$ cat src/rtl/flt_sram_pkg.sv
package flt_sram_pkg;

  typedef enum logic [3:0] {
    FT_NONE   = 4'd0,
    FT_STUCK  = 4'd1,
    FT_TRANS  = 4'd2,
    FT_OPEN   = 4'd3,
    FT_INV    = 4'd4,
    FT_IDEM   = 4'd5,
    FT_STATE  = 4'd6,
    FT_RETAIN = 4'd7,
    FT_NOCELL = 4'd8,
    FT_REMAP  = 4'd9,
    FT_MULTI  = 4'd10,
    FT_ALIAS  = 4'd11
  } fault_e;

  localparam int unsigned FT_LAST = 11;

  // A write old->new to the victim is lost under a transition fault
  function automatic logic trans_blocked(input logic [1:0] pol, input logic old_v,
                                         input logic new_v);
    return (pol[0] & ~old_v & new_v) | (pol[1] & old_v & ~new_v);
  endfunction

  // Retention: value v is the one that leaks away for this polarity
  function automatic logic decays(input logic [1:0] pol, input logic v);
    return ((pol == 2'b01) && v) || ((pol == 2'b10) && !v);
  endfunction

  // Both retention variants at once: cell looks stuck-open
  function automatic logic acts_open(input fault_e t, input logic [1:0] pol);
    return (t == FT_OPEN) || ((t == FT_RETAIN) && (pol == 2'b11));
  endfunction

  // Coupling trigger: pol0=0 rising aggressor, pol0=1 falling aggressor
  function automatic logic coupling_trig(input logic pol0, input logic up, input logic down);
    return pol0 ? down : up;
  endfunction

endpackage

$ cat src/rtl/flt_sram_cfg.sv
module flt_sram_cfg
  import flt_sram_pkg::*;
#(
  parameter int ADDR_W = 4
) (
  input  logic              clk,
  input  logic              rst_n,
  input  logic              busy,
  input  logic [3:0]        in_type,
  input  logic [ADDR_W-1:0] in_victim,
  input  logic [ADDR_W-1:0] in_aggr,
  input  logic [1:0]        in_pol,
  output fault_e            type_q,
  output logic [ADDR_W-1:0] victim_q,
  output logic [ADDR_W-1:0] aggr_q,
  output logic [1:0]        pol_q,
  output logic              cfg_take
);

  fault_e type_in;

  always_comb begin
    if (in_type > 4'(FT_LAST)) type_in = FT_NONE;
    else                       type_in = fault_e'(in_type);
  end

  assign cfg_take = !busy && ((type_in != type_q) || (in_victim != victim_q) ||
                              (in_aggr != aggr_q) || (in_pol != pol_q));

  always_ff @(posedge clk or negedge rst_n) begin
    if (!rst_n) begin
      type_q   <= FT_NONE;
      victim_q <= '0;
      aggr_q   <= '0;
      pol_q    <= '0;
    end else if (cfg_take) begin
      type_q   <= type_in;
      victim_q <= in_victim;
      aggr_q   <= in_aggr;
      pol_q    <= in_pol;
    end
  end

endmodule

$ cat src/rtl/flt_sram_decode.sv
module flt_sram_decode
  import flt_sram_pkg::*;
#(
  parameter int ADDR_W = 4,
  localparam int DEPTH = 1 << ADDR_W
) (
  input  logic [ADDR_W-1:0] addr,
  input  fault_e            flt_type,
  input  logic [ADDR_W-1:0] victim,
  input  logic [ADDR_W-1:0] aggr,
  output logic [DEPTH-1:0]  reach
);

  logic at_v, at_g;
  assign at_v = (addr == victim);
  assign at_g = (addr == aggr);

  for (genvar i = 0; i < DEPTH; i++) begin : g_line
    localparam logic [ADDR_W-1:0] IDX = ADDR_W'(i);
    logic own, is_v, is_g;
    assign own  = (addr == IDX);
    assign is_v = (victim == IDX);
    assign is_g = (aggr == IDX);

    always_comb begin
      unique case (flt_type)
        FT_NOCELL: reach[i] = own && !at_v;
        FT_REMAP:  reach[i] = (own && !at_v) || (at_v && is_g);
        FT_MULTI:  reach[i] = own || (at_v && is_g);
        FT_ALIAS:  reach[i] = (own && !at_g) || (at_g && is_v);
        default:   reach[i] = own;
      endcase
    end
  end

endmodule

$ cat src/rtl/flt_sram_retain.sv
module flt_sram_retain
  import flt_sram_pkg::*;
#(
  parameter int RET_LIMIT = 24,
  localparam int CNT_W = $clog2(RET_LIMIT + 1)
) (
  input  logic       clk,
  input  logic       rst_n,
  input  logic       clear,
  input  fault_e     flt_type,
  input  logic [1:0] pol,
  input  logic       cell_v,
  output logic       decay_fire
);

  localparam logic [CNT_W-1:0] LIMIT = CNT_W'(RET_LIMIT);

  logic [CNT_W-1:0] idle_cnt;
  logic             armed;

  assign armed      = (flt_type == FT_RETAIN) && (pol == 2'b01 || pol == 2'b10);
  assign decay_fire = armed && (idle_cnt == LIMIT) && decays(pol, cell_v);

  always_ff @(posedge clk or negedge rst_n) begin
    if (!rst_n)                 idle_cnt <= '0;
    else if (clear)             idle_cnt <= '0;
    else if (idle_cnt != LIMIT) idle_cnt <= idle_cnt + 1'b1;
  end

endmodule

$ cat src/rtl/flt_sram_array.sv
module flt_sram_array
  import flt_sram_pkg::*;
#(
  parameter int ADDR_W = 4,
  localparam int DEPTH = 1 << ADDR_W
) (
  input  logic              clk,
  input  logic              rst_n,
  input  logic              wr_en,
  input  logic              wdata,
  input  logic [DEPTH-1:0]  reach,
  input  fault_e            flt_type,
  input  logic [ADDR_W-1:0] victim,
  input  logic [ADDR_W-1:0] aggr,
  input  logic [1:0]        pol,
  input  logic              decay_fire,
  output logic [DEPTH-1:0]  cells,
  output logic              victim_wr,
  output logic              aggr_up,
  output logic              aggr_down
);

  logic [DEPTH-1:0] cells_nx;
  logic             couple_evt;

  assign victim_wr  = wr_en && reach[victim];
  assign aggr_up    = wr_en && reach[aggr] && !cells[aggr] && wdata;
  assign aggr_down  = wr_en && reach[aggr] && cells[aggr] && !wdata;
  assign couple_evt = ((flt_type == FT_INV) || (flt_type == FT_IDEM)) &&
                      coupling_trig(pol[0], aggr_up, aggr_down);

  always_comb begin
    cells_nx = cells;
    for (int i = 0; i < DEPTH; i++) begin
      if (wr_en && reach[i]) cells_nx[i] = wdata;
    end
    if (victim_wr) begin
      if ((flt_type == FT_STUCK) || acts_open(flt_type, pol))
        cells_nx[victim] = cells[victim];
      else if ((flt_type == FT_TRANS) && trans_blocked(pol, cells[victim], wdata))
        cells_nx[victim] = cells[victim];
    end
    if (couple_evt) begin
      if (flt_type == FT_INV) cells_nx[victim] = ~cells[victim];
      else                    cells_nx[victim] = pol[1];
    end
    if (decay_fire && !victim_wr) cells_nx[victim] = ~cells[victim];
  end

  always_ff @(posedge clk or negedge rst_n) begin
    if (!rst_n) cells <= '0;
    else        cells <= cells_nx;
  end

endmodule

$ cat src/rtl/flt_sram.sv
module flt_sram
  import flt_sram_pkg::*;
#(
  parameter int ADDR_W    = 4,
  parameter int RET_LIMIT = 24
) (
  input  logic              clk,
  input  logic              rst_n,
  input  logic [ADDR_W-1:0] addr,
  input  logic              wr_en,
  input  logic              rd_en,
  input  logic              wdata,
  output logic              rdata,
  input  logic [3:0]        cfg_type,
  input  logic [ADDR_W-1:0] cfg_victim,
  input  logic [ADDR_W-1:0] cfg_aggr,
  input  logic [1:0]        cfg_pol
);

  localparam int DEPTH = 1 << ADDR_W;

  fault_e            type_q;
  logic [ADDR_W-1:0] victim_q, aggr_q;
  logic [1:0]        pol_q;
  logic              cfg_take;
  logic [DEPTH-1:0]  reach, cells, eff;
  logic              victim_wr, aggr_up, aggr_down, decay_fire;
  logic              rd_hold, rd_val;

  flt_sram_cfg #(.ADDR_W(ADDR_W)) cfg_i (
    .clk(clk), .rst_n(rst_n), .busy(wr_en || rd_en),
    .in_type(cfg_type), .in_victim(cfg_victim), .in_aggr(cfg_aggr), .in_pol(cfg_pol),
    .type_q(type_q), .victim_q(victim_q), .aggr_q(aggr_q), .pol_q(pol_q),
    .cfg_take(cfg_take)
  );

  flt_sram_decode #(.ADDR_W(ADDR_W)) dec_i (
    .addr(addr), .flt_type(type_q), .victim(victim_q), .aggr(aggr_q), .reach(reach)
  );

  flt_sram_retain #(.RET_LIMIT(RET_LIMIT)) ret_i (
    .clk(clk), .rst_n(rst_n), .clear(victim_wr || cfg_take),
    .flt_type(type_q), .pol(pol_q), .cell_v(cells[victim_q]), .decay_fire(decay_fire)
  );

  flt_sram_array #(.ADDR_W(ADDR_W)) arr_i (
    .clk(clk), .rst_n(rst_n), .wr_en(wr_en), .wdata(wdata), .reach(reach),
    .flt_type(type_q), .victim(victim_q), .aggr(aggr_q), .pol(pol_q),
    .decay_fire(decay_fire), .cells(cells), .victim_wr(victim_wr),
    .aggr_up(aggr_up), .aggr_down(aggr_down)
  );

  // Value each cell presents to the sense path
  always_comb begin
    eff = cells;
    if (type_q == FT_STUCK)
      eff[victim_q] = pol_q[0];
    else if ((type_q == FT_STATE) && (cells[aggr_q] == pol_q[0]))
      eff[victim_q] = pol_q[1];
  end

  assign rd_hold = acts_open(type_q, pol_q) && reach[victim_q];
  assign rd_val  = (|reach) ? &(eff | ~reach) : pol_q[0];

  always_ff @(posedge clk or negedge rst_n) begin
    if (!rst_n)                 rdata <= 1'b0;
    else if (rd_en && !rd_hold) rdata <= rd_val;
  end

endmodule

$ cat config.mk
export PLATFORM = sky130hd
export DESIGN_NAME = flt_sram
export DESIGN_NICKNAME = d
export VERILOG_FILES = /design/src/rtl/flt_sram_pkg.sv /design/src/rtl/flt_sram_cfg.sv /design/src/rtl/flt_sram_decode.sv /design/src/rtl/flt_sram_retain.sv /design/src/rtl/flt_sram_array.sv /design/src/rtl/flt_sram.sv
export SDC_FILE = /design/constraint.sdc
export NUM_CORES = 1
export LEC_CHECK = 0
export BUFFER_PORTS_ARGS = -buffer_cell sky130_fd_sc_hd__buf_4
export CAP_MARGIN = 10
export CORE_ASPECT_RATIO = 1.75
export CORE_MARGIN = 1
export CORE_UTILIZATION = 45
export CTS_CLUSTER_DIAMETER = 150
export DETAILED_ROUTE_END_ITERATION = 12
export PLACE_DENSITY = 0.61
export SETUP_SLACK_MARGIN = 0.05
export SYNTH_ARGS = -nofsm -noshare
export SYNTH_HDL_FRONTEND = slang
export SYNTH_SLANG_ARGS = --single-unit
$ cat constraint.sdc
create_clock -name clk -period 3.9 [get_ports clk]
set_input_delay 0.195 -clock clk [delete_from_list [all_inputs] [get_ports clk]]
set_output_delay 0.195 -clock clk [all_outputs]
set_load 0.02 [all_outputs]
==> summary.md, run 1 <==
| Metric | Value |
|---|---|
| Grt ovf | 0 |
| Post-route ant nets | 0 |
| Pleak | roughly 0.002 µW |
| Slew of the pin with the lowest slew margin | roughly 740 ps |
| Pin count of the biggest net entering global routing | 37 |
| Clk pwr share | 0.218 |
| Antenna violations before repair | 0 |
| Avg Cell Area, Syn | 8.304 µm² |
| Crit. End Element | flip-flop |
| I/O Buffers | 23 |
| Via count | between 4000 and 5000 |
| # H-tree levels | 2 |
| Synth Register Bits | 36 |
| Placed instance area | 0.004862 mm² |
| Ports | 24 |
| Filler cell count | 906 |
| Initial DRT Pass Iterations | 6 |
| Detailed placement HPWL | ~14000 µm |
| Iteration-0 DRC Markers | about 360 |
| Worst Path Max Fanout | 16 |
| Share of cells above drive strength 1 | 0.2522 |
| Via density | 6.653 |
| Vias in the first global route | ~4600 |
| Commonest cells after routing, fill and taps aside | 67 x buf_4, 62 x nand2_1, 59 x nor2_1 |
| DP Worst Slack | around 24 ps |
| Worst Setup Start Kind | flip-flop |
| Final hold viol count | 0 |
| Later-pin clock latency in the skew report | 290 ps |
| Die height | ~130 µm |
| Yosys Warn Count | 0 |
| RSZ-0062 raised after global routing | no |
| FMAX | about 0.26 GHz |
| Final setup fails | 0 |
| Max Buffers Root-to-Sink | 2 |
| NetSw | about 800 µW |
| Switching Fraction | 0.4161 |
| Pint | approximately 1100 µW |
| Pins Over Slew Limit | 0 |
| Worst path required time | between 4000 and 5000 ps |
| Status | finished clean |
| Core ar. | 0.009468 mm² |
| Comb power frac | 0.460 |
| PnR worst setup slack | about 96 ps |
| Final critical-path share of the clock period | 0.9755 |
| GPL Wtd Cong | roughly 1.0 |
| Area grow syn2layout | 15.70% |
| Sequential share of power | 0.322 |
| # DRC | 0 |
| Clk slew on worst S/H paths | about 60 ps |
| Netlist cell types | 83 |
| Main flop type after synthesis | dfrtp_1 |
| CP Class | flip-flop to flip-flop |
| WL per Instance | ~25 µm |
| R2R setup slack | ~96 ps |
| Die X | approximately 76 µm |
| Initial core utilization | 0.4613 |
| First-pass GRT wire length | around 27000 µm |
| Synthesized area | 0.004368 mm² |
| Die ar. | just over 0.01 mm² |
| Rel. slew slack | 0.5044 |
| Diode count | 0 |
| Seq/Total Area, Yosys | 0.2062 |
| CTS tree | done |
| Rows | 47 |
| FFs w/ async S/R, synth | 1.000 |
| Minimum clock period | 3804 ps |
| Cell Pwr Density | roughly 380 mW/mm² |
| Syn_nets | about 550 |
| Total CTS buffers | 5 |
| Nets | roughly 600 |
| Routed WL | about 17000 µm |
| Worst hold path type | input pin to flip-flop |
| CTS root buffer | clkbuf_16 |
| Number of synthesized flops with an enable pin | 0 |
| Setup TNS | 0 ps |
| Post-synthesis cell count | between 500 and 600 |
| Final setup skew | between 6 and 7 ps |
| All-Layer GR Usage | 0.3544 |
| Worst vdd ir | around 350 µV |
| Final instance area | 0.005054 mm² |
| Clk sink count | 36 |
| Max Cap Viol | 0 |
| Worst EP arrival | around 4000 ps |
| Most common cell after layout, fill and taps aside | buf_4 |
[state kept, by name (all words and copies together) (netlist names)]
register	count
ret_i.idle_cnt	5
cfg_i.aggr_q	4
rdata	1
cfg_i.victim_q	4
cfg_i.pol_q	2
arr_i.cells	16
cfg_i.type_q	4
[layer usage]
metal	wire length [µm]	vias up	GRT usage
met5	0	-	0
met4	1390	0	0.2511
met3	660	87	0.03529
met2	8887	221	0.6366
met1	6367	2204	0.3825
li1	-	2072	-
[power groups by stage]
stage | clock (µW) | combinational, µW | sequential (µW)
2_1_floorplan | 0 | 642 | 534
3_3_place_gp | 0 | 852 | 616
3_5_place_dp | 0 | 863 | 621
4_1_cts | 426 | 868 | 615
5_1_grt | 439 | 952 | 631
6_report | 420 | 886 | 620
[metrics by stage]
stage / std cells / utilization / total power [µW] / hold slack, ps
final: 689 / 0.5338 / 1926 / 158.3
after global routing: 689 / 0.5338 / 2021 / 158.5
after CTS: 689 / 0.5310 / 1908 / 156.7
after detailed placement: 681 / 0.5135 / 1483 / 185.1
after global placement: 681 / 0.5135 / 1468 / 177.3
after floorplan: 526 / - / 1175 / -100.6
[path summary, 6_finish.rpt]
| check | start | endpoint | depth (start not counted) |
|---|---|---|---|
| max | cfg_i.victim_q[2] | arr_i.cells[1] | 12 |
| min | cfg_pol[0] | cfg_i.pol_q[0] | 2 |
| max reg2reg | cfg_i.victim_q[2] | arr_i.cells[1] | 12 |
| min reg2reg | ret_i.idle_cnt[4] | ret_i.idle_cnt[4] | 2 |
| max in group asynchronous | rst_n | cfg_i.aggr_q[2] | 2 |
| min in group asynchronous | rst_n | arr_i.cells[2] | 2 |
[layout make-up]
type / count / area, µm² / area share
repair buffers: 70 / 553.0 / 0.1094
flip-flops and latches: 36 / 903.4 / 0.1788
clock buffers: 7 / 152.6 / 0.03021
multi-input cells: 443 / 3251 / 0.6432
inverters: 11 / 41.29 / 0.008170
well taps: 122 / 152.6 / 0.03021
[what timing repair did]
action,in CTS,in global routing
gates resized for setup,1,7
hold buffers,1,0
buffers inserted,0,0
gates cloned,0,0
hold endpoints to repair,36,0
endpoints found under the setup margin,15,17
pin swaps,0,0
[synth_stat cells (5+ instances only)]
cell type	n	area share
nand2_1	62	0.053
and2_1	6	0.0086
xnor2_1	8	0.016
o22ai_2	12	0.034
a22oi_1	7	0.012
inv_1	10	0.0086
clkbuf_1	16	0.014
a32oi_1	6	0.012
xor2_1	10	0.020
nand4_1	13	0.019
nand2b_1	12	0.017
buf_2	8	0.0092
nor2b_1	10	0.014
nor2_1	59	0.051
mux2_2	16	0.041
nand3_1	31	0.036
nor3_1	12	0.014
a21oi_1	7	0.0080
ha_1	5	0.014
nor4_1	6	0.0086
a31oi_1	6	0.0086
mux2i_1	28	0.064
mux4_2	8	0.041
o21ai_0	22	0.025
nand4b_1	5	0.010
o22ai_1	8	0.011
dfrtp_1	36	0.21
[kinds of logic (layout without fill, tap and decap cells)]
kind of cell    after synthesis  in the layout  synth area share
compound gates              119            119            0.2186
mux                          52             52            0.1467
flops                        36             36            0.2062
simple gates                242            242            0.2887
xor+xnor                     25             25           0.06989
buf+inv                      47             88           0.05557
fa+ha+maj                     5              5           0.01432
[worst max-delay path: stages, from the launching register on]
cell,delay [ps]
dfrtp_1,500
nor2_1,590
nand2_1,300
o32ai_1,440
a31oi_1,160
mux2_2,320
a32o_1,230
nor4_1,340
and2_1,220
a32o_1,220
nor3b_4,60
buf_12,160
o22ai_1,150
Power figures use the tool's default switching activity.
==> run 2, diff against run 1 <==
CORE_MARGIN = 2   (was 1)
==> summary.md, run 2 (synthesis results as in run 1) <==
| Metric | Value |
|---|---|
| Antenna violations before repair | 0 (unchanged) |
| # DRC | 0 (unchanged) |
| Commonest cells after routing, fill and taps aside | 121 x buf_4, 62 x nand2_1, 58 x nor2_1 |
| Clk slew on worst S/H paths | 60 ps (about the same) |
| Final setup skew | 6.325 ps (+0.2128 ps) |
| CP Class | flip-flop to flip-flop |
| Detailed placement HPWL | 14010 µm (+0.73%) |
| Crit. End Element | flip-flop |
| Slowest stage delay, CP | 530 ps (-60 ps) |
| Nets | 650 (+9.2%) |
| DP Worst Slack | -149.4 ps (-173.3 ps) |
| Switching Fraction | 0.4080 (-0.008182) |
| CTS root buffer | clkbuf_16 |
| Final hold viol count | 0 (unchanged) |
| Clk sink count | 36 (unchanged) |
| Via density | 6.379 (-4.1%) |
| Worst EP arrival | 3890 ps (-120 ps) |
| NetSw | 816.6 µW (+1.9%) |
| Rows | 47 (unchanged) |
| Worst path required time | 4130 ps (+20 ps) |
| Area grow syn2layout | 25.38% |
| Fin cells | 745 (+8.1%) |
| Cell Chain, Critical Path | buf_4 > mux4_2 > mux2i_1 > mux2_2 > mux2i_1 > buf_4 > a31oi_1 > a22oi_1 > nand4_1 > o41ai_2 > buf_4 > mux2_2 |
| Vias in the first global route | 4864 (+5.3%) |
| Top cell family by delay on the critical path | multiplexers |
| Core ar. | 0.009468 mm² (unchanged) |
| All-Layer GR Usage | 0.3483 (-0.006112) |
| PnR worst setup slack | 240.4 ps (+144.8 ps) |
| Pin count of the biggest net entering global routing | 37 (unchanged) |
| Via count | 4752 (+3.7%) |
| Inst Count DP | 734 (+7.8%) |
| Max Buffers Root-to-Sink | 2 (unchanged) |
| # H-tree levels | 2 (unchanged) |
| Die ar. | 0.01054 mm² (+4.2%) |
| Sequential share of power | 0.294 (-0.028) |
| FMAX | 0.2733 GHz (+4.0%) |
| Final instance area | 0.005477 mm² (+8.4%) |
| Minimum clock period | 3660 ps (-144.8 ps) |
| GPL Wtd Cong | 1.059 (+4.5%) |
| Most common cell after layout, fill and taps aside | buf_4 |
| Post-route ant nets | 0 (unchanged) |
| Diode count | 0 (unchanged) |
| Pleak | 0.002274 µW (+13%) |
| Slowest library cell on the worst path | mux4_2 |
| Die height | 134.3 µm (+1.5%) |
| I/O Buffers | 23 (unchanged) |
| RSZ-0062 raised after global routing | yes |
| Worst vdd ir | 330.9 µV (-4.2%) |
| Grt ovf | 0 (unchanged) |
| First-pass GRT wire length | 27540 µm (+3.4%) |
| Top cell by count, worst path | buf_4 |
| Share of cells above drive strength 1 | 0.3146 (+0.06240) |
| Most flops, register | arr_i.cells |
| Core Util, Final | 0.5784 (+0.04467) |
| Routed WL | 17460 µm (+0.87%) |
| Cell Pwr Density | 365.5 mW/mm² (-4.1%) |
| Final critical-path share of the clock period | 0.9384 (-0.03712) |
| Ports | 24 (unchanged) |
| Pint | 1185 µW (+5.4%) |
| WL per Instance | 23.43 µm (-6.7%) |
| Comb power frac | 0.497 (+0.037) |
| Largest register FFs | 16 (unchanged) |
| Biggest regs | arr_i.cells x16, ret_i.idle_cnt x5 |
| Rel. slew slack | 0.6056 (+0.1012) |
| Initial core utilization | 0.4613 (unchanged) |
| Worst hold slack | 149.4 ps (-8.845 ps) |
| Worst hold path type | input pin to flip-flop |
| Placed instance area | 0.005248 mm² (+7.9%) |
| Total CTS buffers | 5 (unchanged) |
| Max Cap Viol | 0 (unchanged) |
| Worst Path Max Fanout | 15 (-1) |
| Pins Over Slew Limit | 0 (unchanged) |
| Status | finished clean |
| Final setup fails | 0 (unchanged) |
| Initial DRT Pass Iterations | 5 (-1) |
| Later-pin clock latency in the skew report | 290 ps (about the same) |
| Iteration-0 DRC Markers | 328 (-8.1%) |
| CTS tree | done |
| Clk pwr share | 0.210 (-0.008) |
| Slew of the pin with the lowest slew margin | 584.0 ps (-153.1 ps) |
| Die X | 78.48 µm (+2.6%) |
| Worst Setup Start Kind | flip-flop |
| Worst path buffer plus inverter count | 3 (+2) |
==> run 2: final timing paths <==
path                            startpoint               to  slack, ps  depth (start not counted)
max                        cfg_i.aggr_q[2]            rdata        240                         12
max in group asynchronous            rst_n   arr_i.cells[9]       3150                          2
min in group asynchronous            rst_n  cfg_i.type_q[3]        400                          2
min reg2reg                          rdata            rdata        530                          1
max reg2reg                cfg_i.aggr_q[2]            rdata        240                         12
min                             cfg_pol[0]   cfg_i.pol_q[0]        150                          2
==> run 2: cell type report <==
cell class	count	area (µm²)
Tap cell	122	152.6
Clock inverter	1	7.507
Inverter	11	41.29
Fill cell	873	3991
Multi-Input combinational cell	443	3253
Clock buffer	7	142.6
Timing Repair Buffer	125	978.4
Sequential cell	36	900.9
==> run 2: what timing repair did <==
item	CTS	global route
setup endpoints to repair	17	17
hold buffers	1	0
resized for setup	2	3
buffers inserted	1	1
endpoints found under the hold margin	36	0
pin swaps	0	1
==> run 2: per-stage QoR <==
stage | total power [µW] | TNS (ps)
CTS | 1984 | 0
floorplan | 1175 | 0
global route | 2104 | 0
finish | 2002 | 0
global placement | 1547 | -815.5
detailed placement | 1554 | -1635
==> run 2: power by group through the flow <==
stage	sequential (µW)	clock [µW]	combinational, µW
floorplan	534	0	642
global placement	587	0	960
detailed placement	591	0	963
CTS	584	425	976
global route	598	431	1080
finish	588	420	994
==> run 2: layer usage <==
| metal | share of wire | wire length, µm | track usage |
|---|---|---|---|
| met4 | 0.088 | 1528 | 0.2456 |
| met2 | 0.50 | 8644 | 0.6049 |
| met1 | 0.36 | 6353 | 0.3860 |
| met3 | 0.053 | 930 | 0.04576 |
| met5 | 0 | 0 | 0 |
